`src/rtl/chirq_pkg.sv`:
```
package chirq_pkg;

  localparam int unsigned NUM_CLASS    = 5;
  localparam int unsigned ADDR_W       = 10;
  localparam int unsigned CLASS_STRIDE = 8;

  // Software-visible offsets: the class order and stride are decoded by drivers.
  localparam logic [ADDR_W-1:0] RAW_BASE  = 10'h2c0;
  localparam logic [ADDR_W-1:0] STAT_BASE = 10'h2e8;
  localparam logic [ADDR_W-1:0] MASK_BASE = 10'h310;
  localparam logic [ADDR_W-1:0] CLR_BASE  = 10'h338;
  localparam logic [ADDR_W-1:0] SUMM_ADDR = 10'h360;
  localparam logic [ADDR_W-1:0] GCFG_ADDR = 10'h398;
  localparam logic [ADDR_W-1:0] CHEN_ADDR = 10'h3a0;

  typedef enum logic [2:0] {
    RG_NONE,
    RG_RAW,
    RG_STAT,
    RG_MASK,
    RG_CLR,
    RG_SUMM,
    RG_GCFG,
    RG_CHEN
  } reg_kind_e;

  typedef struct packed {
    reg_kind_e  kind;
    logic [2:0] cls;
  } reg_sel_t;

  function automatic reg_sel_t decode_addr(input logic [ADDR_W-1:0] a);
    reg_sel_t s;
    s.kind = RG_NONE;
    s.cls  = '0;
    for (int k = 0; k < NUM_CLASS; k++) begin
      if (a == RAW_BASE + ADDR_W'(k * CLASS_STRIDE)) begin
        s.kind = RG_RAW;  s.cls = 3'(k);
      end
      if (a == STAT_BASE + ADDR_W'(k * CLASS_STRIDE)) begin
        s.kind = RG_STAT; s.cls = 3'(k);
      end
      if (a == MASK_BASE + ADDR_W'(k * CLASS_STRIDE)) begin
        s.kind = RG_MASK; s.cls = 3'(k);
      end
      if (a == CLR_BASE + ADDR_W'(k * CLASS_STRIDE)) begin
        s.kind = RG_CLR;  s.cls = 3'(k);
      end
    end
    if (a == SUMM_ADDR) s.kind = RG_SUMM;
    if (a == GCFG_ADDR) s.kind = RG_GCFG;
    if (a == CHEN_ADDR) s.kind = RG_CHEN;
    return s;
  endfunction

endpackage

```
`src/rtl/chirq_rst_sync.sv`:
```
module chirq_rst_sync #(
  parameter int unsigned STAGES = 2
) (
  input  logic clk,
  input  logic rst_n,
  output logic rst_sync_n
);

  logic [STAGES-1:0] stg_q;
  logic [STAGES-1:0] stg_d;

  always_comb begin
    stg_d = {stg_q[STAGES-2:0], 1'b1};
  end

  always_ff @(posedge clk or negedge rst_n) begin
    if (!rst_n) begin
      stg_q <= '0;
    end else begin
      stg_q <= stg_d;
    end
  end

  assign rst_sync_n = stg_q[STAGES-1];

endmodule

```
`src/rtl/chirq_wemask_reg.sv`:
```
// Register whose bits are written only where the upper half of the data
// carries a write-enable; a kill vector forces bits low and overrides writes.
module chirq_wemask_reg #(
  parameter int unsigned W = 8
) (
  input  logic           clk,
  input  logic           rst_n,
  input  logic           wr_i,
  input  logic [2*W-1:0] data_i,
  input  logic [W-1:0]   kill_i,
  output logic [W-1:0]   q_o
);

  logic [W-1:0] q_r;
  logic [W-1:0] bit_we;
  logic [W-1:0] q_d;
  logic         q_en;

  always_comb begin
    bit_we = data_i[2*W-1:W] & {W{wr_i}};
    q_d    = ((q_r & ~bit_we) | (data_i[W-1:0] & bit_we)) & ~kill_i;
    q_en   = wr_i | (|(q_r & kill_i));
  end

  always_ff @(posedge clk or negedge rst_n) begin
    if (!rst_n) begin
      q_r <= '0;
    end else if (q_en) begin
      q_r <= q_d;
    end
  end

  assign q_o = q_r;

endmodule

```
`src/rtl/chirq_class.sv`:
```
// One interrupt class: raw latch (event beats clear), write-enabled mask, status.
module chirq_class #(
  parameter int unsigned W = 8
) (
  input  logic           clk,
  input  logic           rst_n,
  input  logic [W-1:0]   ev_i,
  input  logic           clr_wr_i,
  input  logic           mask_wr_i,
  input  logic [2*W-1:0] wdata_i,
  output logic [W-1:0]   raw_o,
  output logic [W-1:0]   mask_o,
  output logic [W-1:0]   stat_o
);

  logic [W-1:0] raw_q;
  logic [W-1:0] raw_d;
  logic [W-1:0] clr_bits;
  logic         raw_en;
  logic [W-1:0] mask_q;

  always_comb begin
    clr_bits = wdata_i[W-1:0] & {W{clr_wr_i}};
    raw_d    = (raw_q & ~clr_bits) | ev_i;
    raw_en   = clr_wr_i | (|ev_i);
  end

  always_ff @(posedge clk or negedge rst_n) begin
    if (!rst_n) begin
      raw_q <= '0;
    end else if (raw_en) begin
      raw_q <= raw_d;
    end
  end

  chirq_wemask_reg #(.W(W)) u_mask (
    .clk    (clk),
    .rst_n  (rst_n),
    .wr_i   (mask_wr_i),
    .data_i (wdata_i),
    .kill_i ({W{1'b0}}),
    .q_o    (mask_q)
  );

  assign raw_o  = raw_q;
  assign mask_o = mask_q;
  assign stat_o = raw_q & mask_q;

endmodule

```
`src/rtl/chirq_regbus.sv`:
```
// Address decode, write strobes and registered read mux.
module chirq_regbus
  import chirq_pkg::*;
#(
  parameter int unsigned NCH    = 8,
  parameter int unsigned DATA_W = 32
) (
  input  logic                          clk,
  input  logic                          rst_n,
  input  logic                          sel_i,
  input  logic                          wr_i,
  input  logic [ADDR_W-1:0]             addr_i,
  input  logic [NUM_CLASS-1:0][NCH-1:0] raw_i,
  input  logic [NUM_CLASS-1:0][NCH-1:0] mask_i,
  input  logic [NUM_CLASS-1:0][NCH-1:0] stat_i,
  input  logic [NUM_CLASS-1:0]          summ_i,
  input  logic                          gen_i,
  input  logic [NCH-1:0]                chen_i,
  output logic [NUM_CLASS-1:0]          clr_wr_o,
  output logic [NUM_CLASS-1:0]          mask_wr_o,
  output logic                          chen_wr_o,
  output logic                          gcfg_wr_o,
  output logic [DATA_W-1:0]             rdata_o
);

  reg_sel_t          dec;
  logic              wr_hit;
  logic              rd_en;
  logic [DATA_W-1:0] rd_d;
  logic [DATA_W-1:0] rd_q;

  always_comb begin
    dec    = decode_addr(addr_i);
    wr_hit = sel_i & wr_i;
    rd_en  = sel_i & ~wr_i;
  end

  always_comb begin
    clr_wr_o  = '0;
    mask_wr_o = '0;
    for (int k = 0; k < NUM_CLASS; k++) begin
      if (dec.cls == 3'(k)) begin
        clr_wr_o[k]  = wr_hit && (dec.kind == RG_CLR);
        mask_wr_o[k] = wr_hit && (dec.kind == RG_MASK);
      end
    end
    chen_wr_o = wr_hit && (dec.kind == RG_CHEN);
    gcfg_wr_o = wr_hit && (dec.kind == RG_GCFG);
  end

  always_comb begin
    rd_d = '0;
    case (dec.kind)
      RG_RAW: begin
        for (int k = 0; k < NUM_CLASS; k++) begin
          if (dec.cls == 3'(k)) rd_d[NCH-1:0] = raw_i[k];
        end
      end
      RG_STAT: begin
        for (int k = 0; k < NUM_CLASS; k++) begin
          if (dec.cls == 3'(k)) rd_d[NCH-1:0] = stat_i[k];
        end
      end
      RG_MASK: begin
        for (int k = 0; k < NUM_CLASS; k++) begin
          if (dec.cls == 3'(k)) rd_d[NCH-1:0] = mask_i[k];
        end
      end
      RG_SUMM: rd_d[NUM_CLASS-1:0] = summ_i;
      RG_GCFG: rd_d[0]             = gen_i;
      RG_CHEN: rd_d[NCH-1:0]       = chen_i;
      default: rd_d                = '0;
    endcase
  end

  always_ff @(posedge clk or negedge rst_n) begin
    if (!rst_n) begin
      rd_q <= '0;
    end else if (rd_en) begin
      rd_q <= rd_d;
    end
  end

  assign rdata_o = rd_q;

endmodule

```
`src/rtl/chan_irq_ctrl.sv`:
```
module chan_irq_ctrl
  import chirq_pkg::*;
#(
  parameter int unsigned NCH    = 8,
  parameter int unsigned DATA_W = 32
) (
  input  logic              clk,
  input  logic              rst_n,
  input  logic              bus_sel,
  input  logic              bus_wr,
  input  logic [ADDR_W-1:0] bus_addr,
  input  logic [DATA_W-1:0] bus_wdata,
  output logic [DATA_W-1:0] bus_rdata,
  input  logic [NCH-1:0]    ev_xfer_done,
  input  logic [NCH-1:0]    ev_block_done,
  input  logic [NCH-1:0]    ev_src_txn,
  input  logic [NCH-1:0]    ev_dst_txn,
  input  logic [NCH-1:0]    ev_bus_err,
  output logic              irq_o
);

  localparam int unsigned WE_W = 2 * NCH;

  logic                          rst_sync_n;
  logic [NUM_CLASS-1:0][NCH-1:0] ev_bus;
  logic [NUM_CLASS-1:0][NCH-1:0] raw_q;
  logic [NUM_CLASS-1:0][NCH-1:0] mask_q;
  logic [NUM_CLASS-1:0][NCH-1:0] stat_w;
  logic [NUM_CLASS-1:0]          summ_w;
  logic [NUM_CLASS-1:0]          clr_wr;
  logic [NUM_CLASS-1:0]          mask_wr;
  logic                          chen_wr;
  logic                          gcfg_wr;
  logic [NCH-1:0]                chen_q;
  logic                          glb_en_q;
  logic                          glb_en_d;

  chirq_rst_sync #(.STAGES(2)) u_rst_sync (
    .clk        (clk),
    .rst_n      (rst_n),
    .rst_sync_n (rst_sync_n)
  );

  // Class order is fixed by the register map: transfer, block, src, dst, error.
  assign ev_bus = {ev_bus_err, ev_dst_txn, ev_src_txn, ev_block_done, ev_xfer_done};

  for (genvar k = 0; k < NUM_CLASS; k++) begin : g_cls
    chirq_class #(.W(NCH)) u_class (
      .clk       (clk),
      .rst_n     (rst_sync_n),
      .ev_i      (ev_bus[k]),
      .clr_wr_i  (clr_wr[k]),
      .mask_wr_i (mask_wr[k]),
      .wdata_i   (bus_wdata[WE_W-1:0]),
      .raw_o     (raw_q[k]),
      .mask_o    (mask_q[k]),
      .stat_o    (stat_w[k])
    );
    assign summ_w[k] = |stat_w[k];
  end

  // Channel enables: a finished chain kills its bit, winning over a write.
  chirq_wemask_reg #(.W(NCH)) u_chen (
    .clk    (clk),
    .rst_n  (rst_sync_n),
    .wr_i   (chen_wr),
    .data_i (bus_wdata[WE_W-1:0]),
    .kill_i (ev_xfer_done),
    .q_o    (chen_q)
  );

  always_comb begin
    glb_en_d = bus_wdata[0];
  end

  always_ff @(posedge clk or negedge rst_sync_n) begin
    if (!rst_sync_n) begin
      glb_en_q <= 1'b0;
    end else if (gcfg_wr) begin
      glb_en_q <= glb_en_d;
    end
  end

  chirq_regbus #(.NCH(NCH), .DATA_W(DATA_W)) u_regbus (
    .clk       (clk),
    .rst_n     (rst_sync_n),
    .sel_i     (bus_sel),
    .wr_i      (bus_wr),
    .addr_i    (bus_addr),
    .raw_i     (raw_q),
    .mask_i    (mask_q),
    .stat_i    (stat_w),
    .summ_i    (summ_w),
    .gen_i     (glb_en_q),
    .chen_i    (chen_q),
    .clr_wr_o  (clr_wr),
    .mask_wr_o (mask_wr),
    .chen_wr_o (chen_wr),
    .gcfg_wr_o (gcfg_wr),
    .rdata_o   (bus_rdata)
  );

  if (DATA_W > WE_W) begin : g_spare
    logic unused_wdata_hi;
    assign unused_wdata_hi = ^bus_wdata[DATA_W-1:WE_W];
  end

  assign irq_o = glb_en_q & (|summ_w);

endmodule

```
`config.mk`:
```
export PLATFORM = sky130hd
export DESIGN_NAME = chan_irq_ctrl
export DESIGN_NICKNAME = d
export VERILOG_FILES = /design/src/rtl/chirq_pkg.sv /design/src/rtl/chirq_rst_sync.sv /design/src/rtl/chirq_wemask_reg.sv /design/src/rtl/chirq_class.sv /design/src/rtl/chirq_regbus.sv /design/src/rtl/chan_irq_ctrl.sv
export SDC_FILE = /design/constraint.sdc
export NUM_CORES = 1
export LEC_CHECK = 0
export ABC_AREA = 1
export BUFFER_PORTS_ARGS = -buffer_cell sky130_fd_sc_hd__buf_2
export CAP_MARGIN = 40
export CORE_AREA = 2 2 106 108
export CTS_CLUSTER_SIZE = 10
export DETAILED_ROUTE_END_ITERATION = 7
export DIE_AREA = 0 0 108 110
export GPL_TIMING_DRIVEN = 0
export PLACE_DENSITY_LB_ADDON = 0.3
export SYNTH_ARGS = -nofsm -noshare
export SYNTH_HDL_FRONTEND = slang
export SYNTH_SLANG_ARGS = --single-unit
```
`constraint.sdc`:
```
create_clock -name clk -period 5.9 [get_ports clk]
set_input_delay 0.885 -clock clk [delete_from_list [all_inputs] [get_ports clk]]
set_output_delay 0.885 -clock clk [all_outputs]
set_load 0.01 [all_outputs]
```
After elaboration in Yosys (flattened, before gate mapping)
Cells that the tools add are included.
{"block": "op_classes", "bitwise_logic": 68, "mul": 0, "div": 0, "addsub": 0, "n_shift": 0, "n_reduce_logical": 17, "muxes": 51, "eq_ne": 34, "n_lt_le_gt_ge": 0}
{"cell": "$and A8 B8 Y8", "count": 35}
{"cell": "$eq A10 B10 Y1 const B", "count": 23}
{"cell": "$mux W8", "count": 15}
{"cell": "$mux W6", "count": 19}
{"cell": "$not A8 Y8", "count": 12}
{"cell": "$or A8 B8 Y8", "count": 11}
{"cell": "$reduce_or A8 Y1", "count": 11}
{"cell": "$reduce_or A40 Y1", "count": 1}
{"cell": "$pmux W4 S5", "count": 1}
{"cell": "$eq A3 B3 Y1 const B", "count": 5}
{"cell": "$eq A3 B2 Y1 const B", "count": 4}
{"cell": "$pmux W3 S4", "count": 1}
{"cell": "$mux W1", "count": 10}
{"cell": "$mux W3", "count": 3}
{"cell": "$eq A3 B1 Y1 const B", "count": 2}
{"cell": "$or A1 B1 Y1", "count": 6}
{"cell": "$pmux W1 S6", "count": 1}
{"cell": "$logic_and A1 B1 Y1", "count": 4}
{"cell": "$mux W4", "count": 1}
{"cell": "$and A1 B1 Y1", "count": 3}
{"cell": "$logic_not A3 Y1", "count": 1}
{"cell": "$not A1 Y1", "count": 1}
{"block": "totals", "wordCells": 184, "input_bits": 86, "memories": 0, "latchBits": 0, "register_bits": 99, "out_inout_bits": 33, "romBits": 0, "ram_bits": 0}

Logic depth before layout (Yosys ltp)
{"block": "depth", "ltp_word": 31, "ltp_mapped": 20, "mapped_depth_nobuf": 20}

Hierarchy
Synthesis repeated with hierarchy kept, for this count alone.
{"block": "hier_totals", "cells_unflattened": 1210, "hier_area_um2": 7330.8}
{"mod": "chirq_regbus", "seq_area_each_um2": 200.2, "cells_per_inst": 485, "n_inst": 1, "area_each_um2": 2602.5}
{"mod": "chirq_wemask_reg", "seq_area_each_um2": 200.2, "cells_per_inst": 64, "n_inst": 6, "area_each_um2": 420.4}
{"mod": "chirq_class", "seq_area_each_um2": 200.2, "cells_per_inst": 58, "n_inst": 5, "area_each_um2": 389.1}
{"mod": "chan_irq_ctrl", "seq_area_each_um2": 25.0, "cells_per_inst": 48, "n_inst": 1, "area_each_um2": 206.4}
{"mod": "chirq_rst_sync", "seq_area_each_um2": 50.0, "cells_per_inst": 3, "n_inst": 1, "area_each_um2": 53.8}

Worst setup path after synthesis
No wires, ideal clock.
{"block": "synth_timing", "path_kind": "input to register", "start": "in bus_addr[1]", "end": "reg (tool-made name)", "setup_time_ps": 120, "path_buffers": 0, "t_arrival_ps": 2396, "cell_stages": 12, "setup_slack_ps": 3383, "cell_sequence": "nor2_4 nand2_4 nor2_2 inv_2 nor3_4 inv_2 nand3_4 nand3_4 nor2_8 inv_2 o21ai_1 nand2_1"}
{"item": "start, declared", "line_no": "chan_irq_ctrl.sv:11", "text": "input logic [ADDR_W-1:0] bus_addr,"}

Worst setup path in the final report
{"block": "layout_timing", "start": "reg g_cls[2].u_class.raw_q[0]", "end": "out irq_o"}
{"block": "layout_between", "elab_chain_len": 3}
{"item": "start, declared", "line_no": "chirq_class.sv:16", "text": "logic [W-1:0] raw_q;"}
{"item": "start signal, assigned", "line_no": "chirq_class.sv:32", "text": "raw_q <= raw_d;"}
{"item": "$and A8 B8 Y8", "line_no": "chirq_class.sv:47", "text": "assign stat_o = raw_q & mask_q;"}
{"item": "$reduce_or A40 Y1", "line_no": "chan_irq_ctrl.sv:108", "text": "assign irq_o = glb_en_q & (|summ_w);"}
{"item": "$and A1 B1 Y1", "line_no": "chan_irq_ctrl.sv:108"}
{"item": "end, declared", "line_no": "chan_irq_ctrl.sv:19", "text": "output logic irq_o"}
Every way passes these cells.

==> impl_metrics.env <==
export IMPL_status="completed"
export IMPL_ir_drop_v=0.000107
export IMPL_cts_max_path_buffers=2
export IMPL_worst_pin_slew_ps=742
export IMPL_yosysMostFrequentCell="nand2_1"
export IMPL_synth_compound_area_frac=0.120
export IMPL_clock_latency_ps=380
export IMPL_cp_endpoint="irq_o"
export IMPL_async_reset_ff_frac=1.00
export IMPL_required_ps=5020
export IMPL_min_period_ps=3270
export IMPL_clk_pin_slew_ps=100
export IMPL_cts_buffers=9
export IMPL_grtUsageMet1=0.474
export IMPL_worstRegToRegCells=8
export IMPL_startpoint="g_cls[2].u_class.raw_o[0]$_DFFE_PN0P_"
export IMPL_critPathMaxFanout=3
export IMPL_finalWeightedCongestion=1.03
export IMPL_synth_simple_area_share=0.387
export IMPL_max_freq_ghz=0.306
export IMPL_finalSetupTns_ps=0
export IMPL_setup_viol=0
export IMPL_placed_area_um2=7140
export IMPL_cellLeakagePower_nw=3.97
export IMPL_grt_pass1_vias=6042
export IMPL_critPathLaunchType="register"
export IMPL_ant_nets=0
export IMPL_r2r_start="g_cls[1].u_class.raw_o[0]$_DFFE_PN0P_"
export IMPL_drv_slew=0
export IMPL_slew_headroom=0.505
export IMPL_grt_busiest_layer="met2"
export IMPL_synth_commonest_cells="nand2_1 (281), nand3_1 (101), dfrtp_1 (99), inv_1 (97)"
export IMPL_hold_ws_ps=266
export IMPL_clock_sinks=99
export IMPL_hold_path_class="in -> async"
export IMPL_period_share=0.555
export IMPL_synth_top_area_frac=0.384
export IMPL_rsz0062_at_grt="no"
export IMPL_synthMuxAreaShare=0
export IMPL_dr_pass1_iters=5
export IMPL_endpoint_kind="primary output"
export IMPL_synth_top_family_by_area="simple AND/OR/NAND/NOR gates"
export IMPL_diodes=0
export IMPL_met2_usage=0.574
export IMPL_ctsHoldBuffers=0
export IMPL_grt_pass1_wl_um=32200
export IMPL_grt_max_degree=60
export IMPL_avgSynthCellArea_um2=7.01
export IMPL_critPathKind="reg -> out"
export IMPL_synth_enable_flop_cells=0
export IMPL_track_usage=0.367
export IMPL_drt_vias_per_instance=5.69
export IMPL_remaining_drc_errors=0
export IMPL_wirelength_um=20900
export IMPL_rows=38
export IMPL_ys_warnings_count=0
export IMPL_rrSetupSlack_ps=4180
export IMPL_chipHeight_um=110
export IMPL_synthAdderAreaFrac=0
export IMPL_ys_flop_type="dfrtp_1"
export IMPL_hpwl_um=15200
export IMPL_cap_viol_max_count=0
export IMPL_die_area_um2=11900
export IMPL_layout_nets=1120
export IMPL_worstReg2RegEnd="u_regbus.rdata_o[1]$_DFFE_PN0P_"
export IMPL_cts_tree="built"
export IMPL_vias=6705
export IMPL_synth_seq_cells=99
export IMPL_use_met3=0.0864
export IMPL_synthCells=921
export IMPL_detail_route_wl_per_cell_um=17.7
export IMPL_synth_largest_area_cell="dfrtp_1"
export IMPL_syn2layout_area_growth_pct=13.6
export IMPL_drt_initial_drc_count=772
export IMPL_die_w_um=108
export IMPL_postCtsSetupBuffers=0
export IMPL_cts_root_buf="clkbuf_8"
export IMPL_synth_xor_area_share=0
export IMPL_io_buffers=78
export IMPL_antenna_found_initial=0
export IMPL_hold_violations=0
export IMPL_io_pins=119
export IMPL_synth_cell_area_um2=6460
export IMPL_layout_drive_gt1_share=0.193
export IMPL_design_area_um2=7330
export IMPL_grt_overflow=0
export IMPL_synth_cell_types=43
export IMPL_post_cts_resized=0
export IMPL_synth_top_cells_by_area="dfrtp_1 (38%), nand2_1 (16%), nand3_1 (7.8%)"
export IMPL_placedCellCount=1163
export IMPL_fin_cells=1179
export IMPL_powerDensity_nw_per_um2=170
export IMPL_critPathArrivalTime_ps=2390
export IMPL_yosysSeqAreaShare=0.384
export IMPL_clock_skew_ps=12.4
export IMPL_htreeDepth=3
export IMPL_core_um2=10700
export IMPL_initial_core_util=0.604
-- critical path, cell delays in order, from the launching register on --
cell and delay [ps]:
dfrtp_1 420, nand2_1 120, nand4_1 160, a2111o_1 360
or4_1 530, o21ai_0 200, inv_1 70, buf_2 140
-- per-stage QoR --
step                      total power, mW  utilization  worst slack [ps]
after floorplan                     0.759            -              2940
after global placement              0.807        0.664              1970
after detailed placement            0.811        0.667              2450
after CTS                            1.24        0.685              2650
after global routing                 1.29        0.685              2500
final                                1.25        0.685              2630
-- layer usage --
layer / part of all wire / vias up / routed length (um)
met2: 0.45 / 438 / 9360
met4: 0.049 / 0 / 1020
met1: 0.38 / 3009 / 7980
met3: 0.12 / 82 / 2510
li1: - / 3176 / -
met5: 0 / - / 0
-- layout make-up --
type,count,area (um2)
multi-input combinational,691,3370
fill,1014,3360
sequential,99,2480
inverter,116,438
timing repair buffer,79,418
buffer,38,258
tap,140,175
clock buffer,11,131
clock inverter,5,62.6
-- cell families (layout without fill, tap and decap cells) --
kind of cell,Yosys count,count (layout)
compound gates,143,143
buf+inv,154,249
other cells,2,25
flops,99,99
simple gates,523,523
-- placed cells by master (no fill, tap or decap), types with 25 or more instances in the layout --
cell,n
nand2_1,281
nand3_1,101
dfrtp_1,98
inv_1,97
buf_2,86
o21ai_0,53
nor2_1,53
o21ai_1,45
a21oi_1,28
nand4_1,26
buf_4,26
conb_1,25
-- worst min-delay path by stage --
stage                                             start                                    end  slack (ps)  depth (start not counted)
final                                             rst_n          u_rst_sync.stg_q[1]$_DFF_PN0_         270                          1
after global routing                              rst_n          u_rst_sync.stg_q[1]$_DFF_PN0_         260                          1
after CTS                                         rst_n          u_rst_sync.stg_q[1]$_DFF_PN0_         270                          1
after detailed placement  u_rst_sync.stg_q[1]$_DFF_PN0_  g_cls[0].u_class.raw_o[2]$_DFFE_PN0P_         330                          0
after global placement    u_rst_sync.stg_q[0]$_DFF_PN0_          u_rst_sync.stg_q[1]$_DFF_PN0_         330                          0
after floorplan           u_rst_sync.stg_q[0]$_DFF_PN0_          u_rst_sync.stg_q[1]$_DFF_PN0_         330                          0
-- power breakdown --
group          leakage (nW)  switching, mW  internal, mW  total (mW)
logic                  2.71         0.0730        0.0404       0.113
clock network        0.0901          0.250         0.199       0.449
registers              1.17        0.00585         0.680       0.686
total                  3.97          0.328         0.919        1.25
Power figures use the tool's default switching activity.
